[src/rtl/local_irq_router.sv]
module local_irq_router #(
  parameter int NUM_CORES = 4,
  parameter int NUM_PINS  = 6
) (
  input  logic clk,
  input  logic rst_n,
  input  logic [NUM_CORES*5-1:0] hw_evt,
  input  logic bus_we,
  input  logic [((NUM_CORES > 1) ? $clog2(NUM_CORES) : 1)-1:0] bus_core,
  input  logic [5:0] bus_addr,
  input  logic [31:0] bus_wdata,
  output logic [31:0] bus_rdata,
  output logic [NUM_CORES*NUM_PINS-1:0] irq_pins,
  output logic [NUM_CORES*3-1:0] irq_active
);
  localparam int NSRC = 7;
  localparam int NHW  = 5;
  localparam int CW   = (NUM_CORES > 1) ? $clog2(NUM_CORES) : 1;
  localparam logic [4:0] OFS_CTRL = 5'd0, OFS_PEND = 5'd1, OFS_MASK = 5'd2,
                         OFS_RMASK = 5'd3, OFS_SMASK = 5'd4, OFS_SWCTL = 5'd5,
                         OFS_OSEL = 5'd6, OFS_PCLR = 5'd7;

  logic [NUM_CORES-1:0][NSRC-1:0] pend, pend_nxt, mask, men, rout;
  logic [NUM_CORES-1:0][3:0] ctrl;
  logic [NUM_CORES-1:0][CW-1:0] oaddr;
  logic [NUM_CORES-1:0][NSRC-1:0][5:0] mpin;
  logic [NUM_CORES-1:0][2:0] act;
  logic [NUM_CORES-1:0][NUM_PINS-1:0] pins_v;

  logic other, core_ok, tgt_ok, wr, map_hit;
  logic [4:0] ofs;
  logic [2:0] msel;
  logic [CW-1:0] tgt;
  logic unused_wdata;

  assign other   = bus_addr[5];
  assign ofs     = bus_addr[4:0];
  assign msel    = ofs[2:0];
  assign map_hit = (ofs[4:3] == 2'b01) && (ofs[2:0] != 3'd7);
  assign core_ok = int'(bus_core) < NUM_CORES;
  assign tgt     = other ? oaddr[bus_core] : bus_core;
  assign tgt_ok  = core_ok && (!other || int'(oaddr[bus_core]) < NUM_CORES);
  assign wr      = bus_we && tgt_ok;
  assign unused_wdata = ^bus_wdata[30:7];

  always_comb begin
    for (int c = 0; c < NUM_CORES; c++) begin
      pend_nxt[c] = pend[c];
      if (wr && int'(tgt) == c) begin
        if (ofs == OFS_PCLR) pend_nxt[c][NHW-1:0] = pend[c][NHW-1:0] & ~bus_wdata[NHW-1:0];
        if (ofs == OFS_SWCTL) begin
          for (int k = 0; k < 2; k++) begin
            if (bus_wdata[2+k])    pend_nxt[c][NHW+k] = 1'b0;
            else if (bus_wdata[k]) pend_nxt[c][NHW+k] = 1'b1;
          end
        end
      end
      pend_nxt[c][NHW-1:0] = pend_nxt[c][NHW-1:0] | hw_evt[c*NHW +: NHW];
    end
  end

  always_ff @(posedge clk) begin
    if (!rst_n) begin
      pend <= '0; mask <= '0; men <= '0; mpin <= '0; oaddr <= '0;
      ctrl <= {NUM_CORES{4'hF}};
    end else begin
      pend <= pend_nxt;
      for (int c = 0; c < NUM_CORES; c++) begin
        if (wr && int'(tgt) == c) begin
          case (ofs)
            OFS_CTRL:  ctrl[c] <= bus_wdata[3:0];
            OFS_RMASK: mask[c] <= mask[c] & ~bus_wdata[NSRC-1:0];
            OFS_SMASK: mask[c] <= mask[c] | bus_wdata[NSRC-1:0];
            OFS_OSEL:  if (!other) oaddr[c] <= bus_wdata[CW-1:0];
            default: ;
          endcase
          if (map_hit) begin
            men[c][msel]  <= bus_wdata[31];
            mpin[c][msel] <= bus_wdata[5:0];
          end
        end
      end
    end
  end

  always_comb begin
    bus_rdata = '0;
    if (tgt_ok) begin
      case (ofs)
        OFS_CTRL: bus_rdata[3:0]      = ctrl[tgt];
        OFS_PEND: bus_rdata[NSRC-1:0] = pend[tgt];
        OFS_MASK: bus_rdata[NSRC-1:0] = mask[tgt];
        OFS_OSEL: if (!other) bus_rdata[CW-1:0] = oaddr[tgt];
        default: ;
      endcase
      if (map_hit) bus_rdata = {men[tgt][msel], 25'd0, mpin[tgt][msel]};
    end
  end

  always_comb begin
    for (int c = 0; c < NUM_CORES; c++) begin
      rout[c] = {ctrl[c][3], ctrl[c][3], ctrl[c][2], ctrl[c][1], ctrl[c][0], 2'b11};
      act[c] = 3'd7;
      for (int s = NSRC - 1; s >= 0; s--)
        if (pend[c][s] && mask[c][s]) act[c] = 3'(s);
      pins_v[c] = '0;
      for (int s = 0; s < NSRC; s++)
        for (int p = 0; p < NUM_PINS; p++)
          if (pend[c][s] && mask[c][s] && rout[c][s] && men[c][s] && mpin[c][s] == 6'(p))
            pins_v[c][p] = 1'b1;
    end
  end

  assign irq_pins   = pins_v;
  assign irq_active = act;

  for (genvar c = 0; c < NUM_CORES; c++) begin : g_chk
    a_r5_idle_quiet: assert property (@(posedge clk) disable iff (!rst_n)
      irq_active[c*3 +: 3] == 3'd7 |-> irq_pins[c*NUM_PINS +: NUM_PINS] == '0);
    a_r2_event_latched: assert property (@(posedge clk) disable iff (!rst_n)
      hw_evt[c*NHW +: NHW] != '0 |=>
        (pend[c][NHW-1:0] & $past(hw_evt[c*NHW +: NHW])) == $past(hw_evt[c*NHW +: NHW]));
    a_r4_set_mask: assert property (@(posedge clk) disable iff (!rst_n)
      (wr && int'(tgt) == c && ofs == OFS_SMASK) |=>
        (mask[c] & $past(bus_wdata[NSRC-1:0])) == $past(bus_wdata[NSRC-1:0]));
    a_r4_clr_mask: assert property (@(posedge clk) disable iff (!rst_n)
      (wr && int'(tgt) == c && ofs == OFS_RMASK) |=>
        (mask[c] & $past(bus_wdata[NSRC-1:0])) == '0);
  end

  a_r9_blocked_write: assert property (@(posedge clk) disable iff (!rst_n)
    (bus_we && !tgt_ok) |=> ($stable(mask) && $stable(ctrl) && $stable(men) && $stable(oaddr)));
endmodule

[config.mk]
export PLATFORM = sky130hd
export DESIGN_NAME = local_irq_router
export DESIGN_NICKNAME = d
export VERILOG_FILES = /design/src/rtl/local_irq_router.sv
export SDC_FILE = /design/constraint.sdc
export NUM_CORES = 1
export LEC_CHECK = 0
export BUFFER_PORTS_ARGS = -buffer_cell sky130_fd_sc_hd__buf_4
export CAP_MARGIN = 20
export CELL_PAD_IN_SITES_DETAIL_PLACEMENT = 0
export CELL_PAD_IN_SITES_GLOBAL_PLACEMENT = 1
export CORE_UTILIZATION = 46
export DETAILED_ROUTE_END_ITERATION = 7
export GPL_ROUTABILITY_DRIVEN = 0
export PLACE_DENSITY = 0.9
export SYNTH_ARGS = -nofsm -noshare
export SYNTH_HDL_FRONTEND = slang
export SYNTH_SLANG_ARGS = --single-unit
[constraint.sdc]
create_clock -name clk -period 3.7 [get_ports clk]
set_input_delay 0.74 -clock clk [delete_from_list [all_inputs] [get_ports clk]]
set_output_delay 0.74 -clock clk [all_outputs]
set_load 0.01 [all_outputs]
# --- Word-level counts from Yosys, hierarchy flattened ---
# Cells that the tools add are included.
word_totals:
  ff_bits: 276
  wordCells: 786
classes:
  magnitude_cmp: 4
  n_eq_ne: 152
  n_mux: 248
  bitwise_logic: 19
  reduce_logical: 307
ops:
  columns: ["operator", "count"]
  rows:
  - ["== test 6 x 2 -> 1 bit (second input constant)", 56]
  - ["== test 6 x 3 -> 1 bit (second input constant)", 56]
  - ["logical AND 1 bit", 250]
  - ["two-way mux 1 bit", 178]
  - ["bitwise mux 42 bit", 4]
  - ["== test 6 x 1 -> 1 bit (second input constant)", 28]
  - ["logical NOT 6 bit", 28]
  - ["binary-select mux 42 bit (select 2 bit)", 1]
  - ["two-way mux 3 bit", 24]
  - ["case mux 7 bit (2 select lines)", 4]
  - ["binary-select mux 7 bit (select 2 bit)", 3]
  - ["two-way mux 42 bit", 1]
  - ["two-way mux 5 bit", 8]
  - ["AND reduction 3 bit", 12]
  - ["two-way mux 32 bit", 1]
  - ["bitwise AND 7 bit", 4]
  - ["bitwise mux 7 bit", 4]
  - ["OR 7 bit", 4]
  - ["AND reduction 2 bit", 12]
  - ["two-way mux 7 bit", 3]
  - ["bitwise AND 5 bit", 4]
  - ["== test 5 x 3 -> 1 bit (second input constant)", 4]
  - ["OR 5 bit", 4]
  - ["binary-select mux 6 bit (select 3 bit)", 1]
  - ["25 further kinds", 36]

# --- Logic depth before layout (Yosys ltp) ---
# Gate-level depths: netlist of run 1.
depth:
  depth_word: 10
  mapped_depth: 11
  mapped_depth_nobuf: 7

# --- Least setup slack after synthesis of run 1 ---
# Ideal clock, no wire load.
synth_timing:
  path_type: "in2out"
  startpoint: "input bus_core[0] (netlist name)"
  endpoint: "output bus_rdata[1]"
  arrival_time_ps: 2715
  required_ps: 2960
  path_slack_ps: 245
  stages: 8
  n_path_buf: 1
  cell_sequence: "buf_6 > mux2_4 > a21o_1 > nand2_2 > mux2_2 > mux4_2 > o311ai_0 > o21ai_0"
synth_between:
  elab_chain_len: 8
synth_rtl:
  columns: ["element", "line_no", "rtl"]
  rows:
  - ["from (decl)", "9", "input logic [((NUM_CORES > 1) ? $clog2(NUM_CORES) : 1)-1:0] bus_core,"]
  - ["binary-select mux 2 bit (select 2 bit)", null, null]
  - ["two-way mux 2 bit (implied by the code)", "41", "assign tgt = other ? oaddr[bus_core] : bus_core;"]
  - ["two-way mux 2 bit (*)", "41", null]
  - ["binary-select mux 42 bit (select 2 bit) or binary-select mux 2 bit (select 2 bit) (tied branches)", "96, 93", null]
  - ["two-way mux 42 bit (implied by the code) or two-way mux 2 bit (tied branches)", "96, 93", null]
  - ["binary-select mux 6 bit (select 3 bit) or two-way mux 2 bit (tied branches)", "96, 93", null]
  - ["two-way mux 6 bit (implied by the code) or case mux 2 bit (4 select lines) (tied branches)", "96, 89", null]
  - ["two-way mux 32 bit (*)", "96", "if (map_hit) bus_rdata = {men[tgt][msel], 25'd0, mpin[tgt][msel]};"]
  - ["to (decl)", "12", "output logic [31:0] bus_rdata,"]
# Every way passes the cells marked *; elsewhere a longest branch is shown, timed or not. The select of a mux whose other input is x is not followed.

# --- Worst setup path in the final report of run 1 ---
layout_timing:
  startpoint: "input bus_core[0] (netlist name)"
  endpoint: "output bus_rdata[5]"
layout_between:
  elab_chain_len: 8
layout_rtl:
  columns: ["element", "line_no"]
  rows:
  - ["binary-select mux 2 bit (select 2 bit)", null]
  - ["two-way mux 2 bit (implied by the code)", "41"]
  - ["two-way mux 2 bit (*)", "41"]
  - ["binary-select mux 42 bit (select 2 bit)", "96"]
  - ["two-way mux 42 bit (implied by the code)", "96"]
  - ["binary-select mux 6 bit (select 3 bit)", "96"]
  - ["two-way mux 6 bit (implied by the code)", "96"]
  - ["two-way mux 32 bit (*)", "96"]
# Marked as above.

==> parameters.txt, run 1 <==
Parameter                              Value

Critical path
  Worst path required time    2960 ps
  Critical-path cell with the highest stage delay    sky130_fd_sc_hd__a311oi_1
  Cell seen most often among critical-path stages    sky130_fd_sc_hd__buf_4
  Critical setup path kind    in2out
  Critical path's largest stage delay    480 ps
  Crit path capture type    output pin
  Crit Path Max Fanout    13
  Endpoint arrival time on the critical path    3170 ps
  Cell-by-cell trace of the critical path    buf_8 -> mux2i_4 -> and3_1 -> nor2_4 -> buf_12 -> buf_4 -> nand2_1 -> a311oi_1 -> nor4_2 -> buf_4 -> o221ai_2 -> buf_4
  Sort of element at the start of the critical path    input port

Floorplanning
  Die outline width    189 microns
  Die ar.    35,500 sq um
  Std-Cell Core Area    33,900 sq um
  Floorplan die height    189 microns
  Starting density of the core    47.3%
  Standard-cell row count    67
  IO Pins    131

Global routing
  Wire length of the first global-routing pass    96,700 microns
  Grt ovf    0
  Initial antenna violation count    1
  Maximum number of pins on one net before global-route repair    125
  Number of global-route vias before repair    15,700
  Global-route usage over all layers    35.5%

Route
  DRT iter0 DRCs    2,367
  Average wire length per cell after detail routing    25.4 microns
  Post-Route WL    65,400 microns
  Via-to-Cell Ratio    6.61
  Vias    17,000
  Length of the first detailed-routing pass in iterations    6
  Remaining number of nets flagged by the antenna check after routing    0
  DR DRC count    0

Timing
  RSZ-0062 raised after global routing    yes
  Actual transition at the worst max-transition pin    1070 ps
  Final Max Tran Viols    0
  Number of endpoints failing setup at the final stage    7
  F_max    256 MHz
  Worst Hold Margin    418 ps
  Worst Slack Setup Final    -205 ps
  Largest clock skew in the final design    19.9 ps
  Count of final hold-check violations    0
  Slew HR    28.9%
  Final critical-path required period    3910 ps
  Ratio of final minimum period to clock period    106%

Logic synthesis
  Most used DFF post-synth    sky130_fd_sc_hd__dfxtp_1
  Synth warn    0
  Dominant cell by count in the synthesized netlist    sky130_fd_sc_hd__nand2_1
  Proportion of synthesized flip-flops having asynchronous set or reset    0%
  Post-synth EDFFs    0
  Proportion of netlist area held by the largest area contributor    34.5%
  Top cell types by occurrence after synthesis    sky130_fd_sc_hd__nand2_1, sky130_fd_sc_hd__dfxtp_1, sky130_fd_sc_hd__o21ai_0, sky130_fd_sc_hd__a21boi_0, sky130_fd_sc_hd__clkbuf_1
  Number of distinct library cells after synthesis    69
  Leading area contributor after synthesis    sky130_fd_sc_hd__dfxtp_1
  Cell count after synthesis    2,007
  Number of synthesized register bits    276
  Mean Syn Cell Area    7.97 sq um
  Seq/Total Area, Yosys    34.5%
  Cell types occupying the most area after synthesis    sky130_fd_sc_hd__dfxtp_1, sky130_fd_sc_hd__a21boi_0, sky130_fd_sc_hd__nand2_1
  Syn Std Cell Area    16,000 sq um

CTS
  Root buf cell    sky130_fd_sc_hd__clkbuf_16
  Clock net sink count    276
  CTS Buffer Depth    3
  Depth of the CTS H-tree    2
  TritonCTS clock tree    built
  Clock network latency to the later pin of the worst-skew pair    520 ps
  Number of hold-repair buffers added at the cts stage    0
  Number of CTS-inserted buffers    34
  Clock transition at the registers of the reported paths    60 ps

Power
  Maximum ir drop on the vdd rail    0.351 mV
  Leak pwr    6.83 nW
  Total power consumption of the routed design    7.35 mW
  Power density normalized to cell area    381 nW/um^2

Cells and area
  Number of nets at the end of the flow    2,170
  Final design instance area without fill    19,300 sq um
  Layout overhead on the synthesized area    20.5%
  Total of fill cells in the finished design    3,041
  Number of inserted diodes    0
  Final core area utilization    56.9%
  Share of post-route cells with drive strength above 1    16.9%

Outcome
  Run status    finished with violations
  Failing checks    setup timing

Placed design
  HPWL reported at the end of detailed placement    45,700 microns
  Count of buffers from port buffering    82
  Pre-CTS setup slack    -506 ps
  Post-place instance area    17,500 sq um

Flow run
  Number of violations of the max-capacitance limit    0

Min path
  Hold crit path type    in2reg
-- final timing paths --
check             cells after the start           end  slack [ps]   startpoint
setup / recovery                     12  bus_rdata[5]        -210  bus_core[0]
hold / removal                        2      pend[16]         420   hw_evt[12]
setup reg to reg                      8     mpin[101]         770     oaddr[0]
hold reg to reg                       2      mpin[89]         500     mpin[89]
-- report_power, final --
group	switching, mW	leakage (nW)	internal [mW]
registers	0.0352	2.23	2.99
clock network	1.38	0.589	2.24
logic	0.435	4.01	0.271
total	1.85	6.83	5.50
-- cell usage in the layout (no fill, tap or decap), drive strengths merged, types with 44 or more instances in the layout --
cell / synthesis / final
nand3: 73 / 73
mux2i: 108 / 108
a21boi: 169 / 169
nand2: 331 / 333
clkbuf: 114 / 44
a211oi: 62 / 62
nor2: 95 / 95
o21ai: 206 / 206
dfxtp: 276 / 276
nor2b: 87 / 87
buf: 60 / 212
-- stage by stage --
stage	setup TNS (ps)	instances
finish	-472	2578
CTS	-274	2569
global placement	-1940	2498
detailed placement	-2060	2499
global route	-586	2578
floorplan	0	2030
-- repair_timing --
item	4_1_cts	5_1_grt
buffers inserted	10	8
gates resized for setup	45	50
endpoints found under the setup margin	7	8
cloned	1	2
pin swaps	12	17
-- per-layer routing --
layer,vias up,share of wire (%),GRT usage (%)
met5,-,0.020,0
met4,2,7.8,23.7
met1,8073,38,46.0
met2,1201,42,52.0
met3,318,12,9.05
li1,7450,-,-
-- area by class of cell --
type	count	area (sq um)	area share [%]
clock buffers	43	945	4.90
well taps	448	561	2.91
multi-input cells	1561	10100	52.4
clock inverters	16	264	1.37
repair buffers	213	1800	9.31
flip-flops and latches	276	5530	28.7
inverters	21	78.8	0.409
-- kinds of logic (layout without fill, tap and decap cells) --
kind of cell / count (synthesis) / count (layout) / synth area share (%)
AOI/OAI and AO/OA: 607 / 607 / 25.5
and+or+nand+nor: 796 / 798 / 24.7
muxes: 132 / 132 / 9.76
DFF: 276 / 276 / 34.5
buffers and inverters: 195 / 293 / 5.54
other: 1 / 24 / 0.0234
-- worst max-delay path, delay by kind of cell --
family                 cells  cell delay (ps)
buffers and inverters      5              900
and+or+nand+nor            4              660
AOI/OAI and AO/OA          2              660
muxes                      1              190
(Power assumes the default switching activity.)
==> inputs of run 2 (changes only) <==
--- a/config.mk
+++ b/config.mk
@@ -9,10 +9,13 @@
 export CAP_MARGIN = 20
 export CELL_PAD_IN_SITES_DETAIL_PLACEMENT = 0
 export CELL_PAD_IN_SITES_GLOBAL_PLACEMENT = 1
+export CORE_MARGIN = 1
 export CORE_UTILIZATION = 46
 export DETAILED_ROUTE_END_ITERATION = 7
 export GPL_ROUTABILITY_DRIVEN = 0
 export PLACE_DENSITY = 0.9
+export RECOVER_POWER = 25
+export SLEW_MARGIN = 25
 export SYNTH_ARGS = -nofsm -noshare
 export SYNTH_HDL_FRONTEND = slang
 export SYNTH_SLANG_ARGS = --single-unit
==> parameters.txt, run 2 (synthesized netlist as in run 1, its figures left out) <==
Parameter                              Value

Cells and area
  Number of nets at the end of the flow    2,162
  Most used cells in the layout excluding fill and tap cells    sky130_fd_sc_hd__nand2_1, sky130_fd_sc_hd__dfxtp_1, sky130_fd_sc_hd__o21ai_0, sky130_fd_sc_hd__buf_4, sky130_fd_sc_hd__a21boi_0
  Commonest non-fill, non-tap cell in the layout    sky130_fd_sc_hd__nand2_1
  Layout overhead on the synthesized area    19.4%
  Total of fill cells in the finished design    3,116
  Share of post-route cells with drive strength above 1    16.6%

Floorplanning
  Starting density of the core    47.3%
  Die ar.    35,500 sq um
  Die outline width    189 microns
  Std-Cell Core Area    33,900 sq um
  Floorplan die height    189 microns
  Standard-cell row count    67
  IO Pins    131

CTS
  Depth of the CTS H-tree    2
  Clock net sink count    276
  Root buf cell    sky130_fd_sc_hd__clkbuf_16
  TritonCTS clock tree    built
  Number of CTS-inserted buffers    35
  Clock transition at the registers of the reported paths    60 ps
  Clock network latency to the later pin of the worst-skew pair    530 ps
  CTS Buffer Depth    3

Timing
  Ratio of final minimum period to clock period    105%
  Final critical-path required period    3880 ps
  Count of final hold-check violations    0
  RSZ-0062 raised after global routing    yes
  Number of endpoints failing setup at the final stage    5
  Slew HR    10.3%
  Sum of negative setup slack    -687 ps
  Actual transition at the worst max-transition pin    1350 ps
  F_max    258 MHz
  Largest clock skew in the final design    15.8 ps
  Worst Slack Setup Final    -183 ps
  Final Max Tran Viols    0

Critical path
  Cell family contributing the most delay on the critical path    compound AO/OA/AOI/OAI gates
  R2R Path Start    oaddr[5]
  Cell-by-cell trace of the critical path    buf_4 -> mux2i_1 -> nand3_2 -> buf_4 -> and3_1 -> a2111oi_1 -> a31oi_1 -> a22oi_1 -> buf_4 -> o31ai_4 -> buf_4
  FF-to-FF End    mpin[5]
  Number of cells traversed by the worst register-to-register path    8
  Worst path required time    2960 ps
  Crit Path Max Fanout    21
  Cell seen most often among critical-path stages    sky130_fd_sc_hd__buf_4
  Endpoint arrival time on the critical path    3140 ps
  Sort of element at the start of the critical path    input port
  Critical setup path kind    in2out
  Reg2Reg Setup Slack    700 ps
  Crit path capture type    output pin
  Critical path's largest stage delay    570 ps
  Critical-path cell with the highest stage delay    sky130_fd_sc_hd__a2111oi_1
  Number of buffers and inverters on the critical path    4

Route
  Remaining number of nets flagged by the antenna check after routing    0
  Post-Route WL    65,500 microns
  Vias    17,100
  DRT iter0 DRCs    2,155
  Via-to-Cell Ratio    6.64
  Length of the first detailed-routing pass in iterations    7
  DR DRC count    0
  Average wire length per cell after detail routing    25.5 microns

Power
  Maximum ir drop on the vdd rail    0.350 mV
  Total power consumption of the routed design    7.12 mW
  Leak pwr    6.72 nW
  Power density normalized to cell area    373 nW/um^2

Placed design
  HPWL reported at the end of detailed placement    45,700 microns
  Count of buffers from port buffering    82

Global routing
  Wire length of the first global-routing pass    97,000 microns
  Number of global-route vias before repair    15,800
  Grt ovf    0
  Global-route usage over all layers    35.8%
  Maximum number of pins on one net before global-route repair    125
  Initial antenna violation count    2

Min path
  Min-Delay Startpoint    hw_evt[9]
  Hold Path Sink    pend[11]
  Hold crit path type    in2reg
  Worst Hold Depth    2

Outcome
  Run status    finished with violations
  Failing checks    setup timing

Flow run
  Number of violations of the max-capacitance limit    0
[run 2: where the power goes]
part / leakage (nW) / total [mW] / switching [mW] / internal, mW
sequential: 2.23 / 3.03 / 0.0347 / 2.99
combinational: 3.93 / 0.691 / 0.427 / 0.264
clock: 0.557 / 3.40 / 1.39 / 2.01
total: 6.72 / 7.12 / 1.86 / 5.26
[run 2: final cells by class]
class | instances | area (sq um) | area share, %
flip-flops and latches | 276 | 5530 | 28.9
repair buffers | 205 | 1730 | 9.05
multi-input cells | 1560 | 10100 | 52.7
inverters | 21 | 78.8 | 0.413
clock buffers | 44 | 970 | 5.08
well taps | 448 | 561 | 2.93
diodes | 1 | 2.50 | 0.0131
clock inverters | 17 | 160 | 0.838
[run 2: metal layers]
layer	share of wire, %	global-route usage [%]	up-vias
li1	-	-	7436
met1	38	47.1	8111
met2	42	52.3	1234
met3	13	8.38	295
met4	7.3	23.0	2
met5	0.023	0	-
[run 2: worst max path at each step]
stage                           start            to  slack [ps]  cells past startpoint
after global placement    bus_core[1]  bus_rdata[5]        -490                     12
after CTS                 bus_core[0]  bus_rdata[5]        -100                     11
final                     bus_core[0]  bus_rdata[3]        -180                     11
after global routing         oaddr[0]  bus_rdata[5]        -150                     12
after detailed placement  bus_core[1]  bus_rdata[5]        -520                     11
after floorplan           bus_core[0]  bus_rdata[1]         240                      8
[run 2: metrics by stage]
| step | setup WS, ps | utilization, % | instance area, sq um | hold slack (ps) | instances |
|---|---|---|---|---|---|
| floorplan | 245 | - | 16100 | 461 | 2030 |
| global placement | -488 | 51.5 | 17400 | 478 | 2498 |
| CTS | -103 | 55.7 | 18900 | 420 | 2565 |
| global route | -154 | 56.4 | 19100 | 416 | 2571 |
| finish | -183 | 56.4 | 19100 | 410 | 2572 |
| detailed placement | -516 | 51.5 | 17500 | 490 | 2498 |
[run 2: timing repair]
| action | in CTS | in global routing |
|---|---|---|
| resized for setup | 45 | 41 |
| endpoints found under the setup margin | 7 | 8 |
| gates cloned | 1 | 1 |
| pin swaps | 8 | 17 |
| setup buffers | 5 | 5 |
| hold buffers | 0 | 0 |
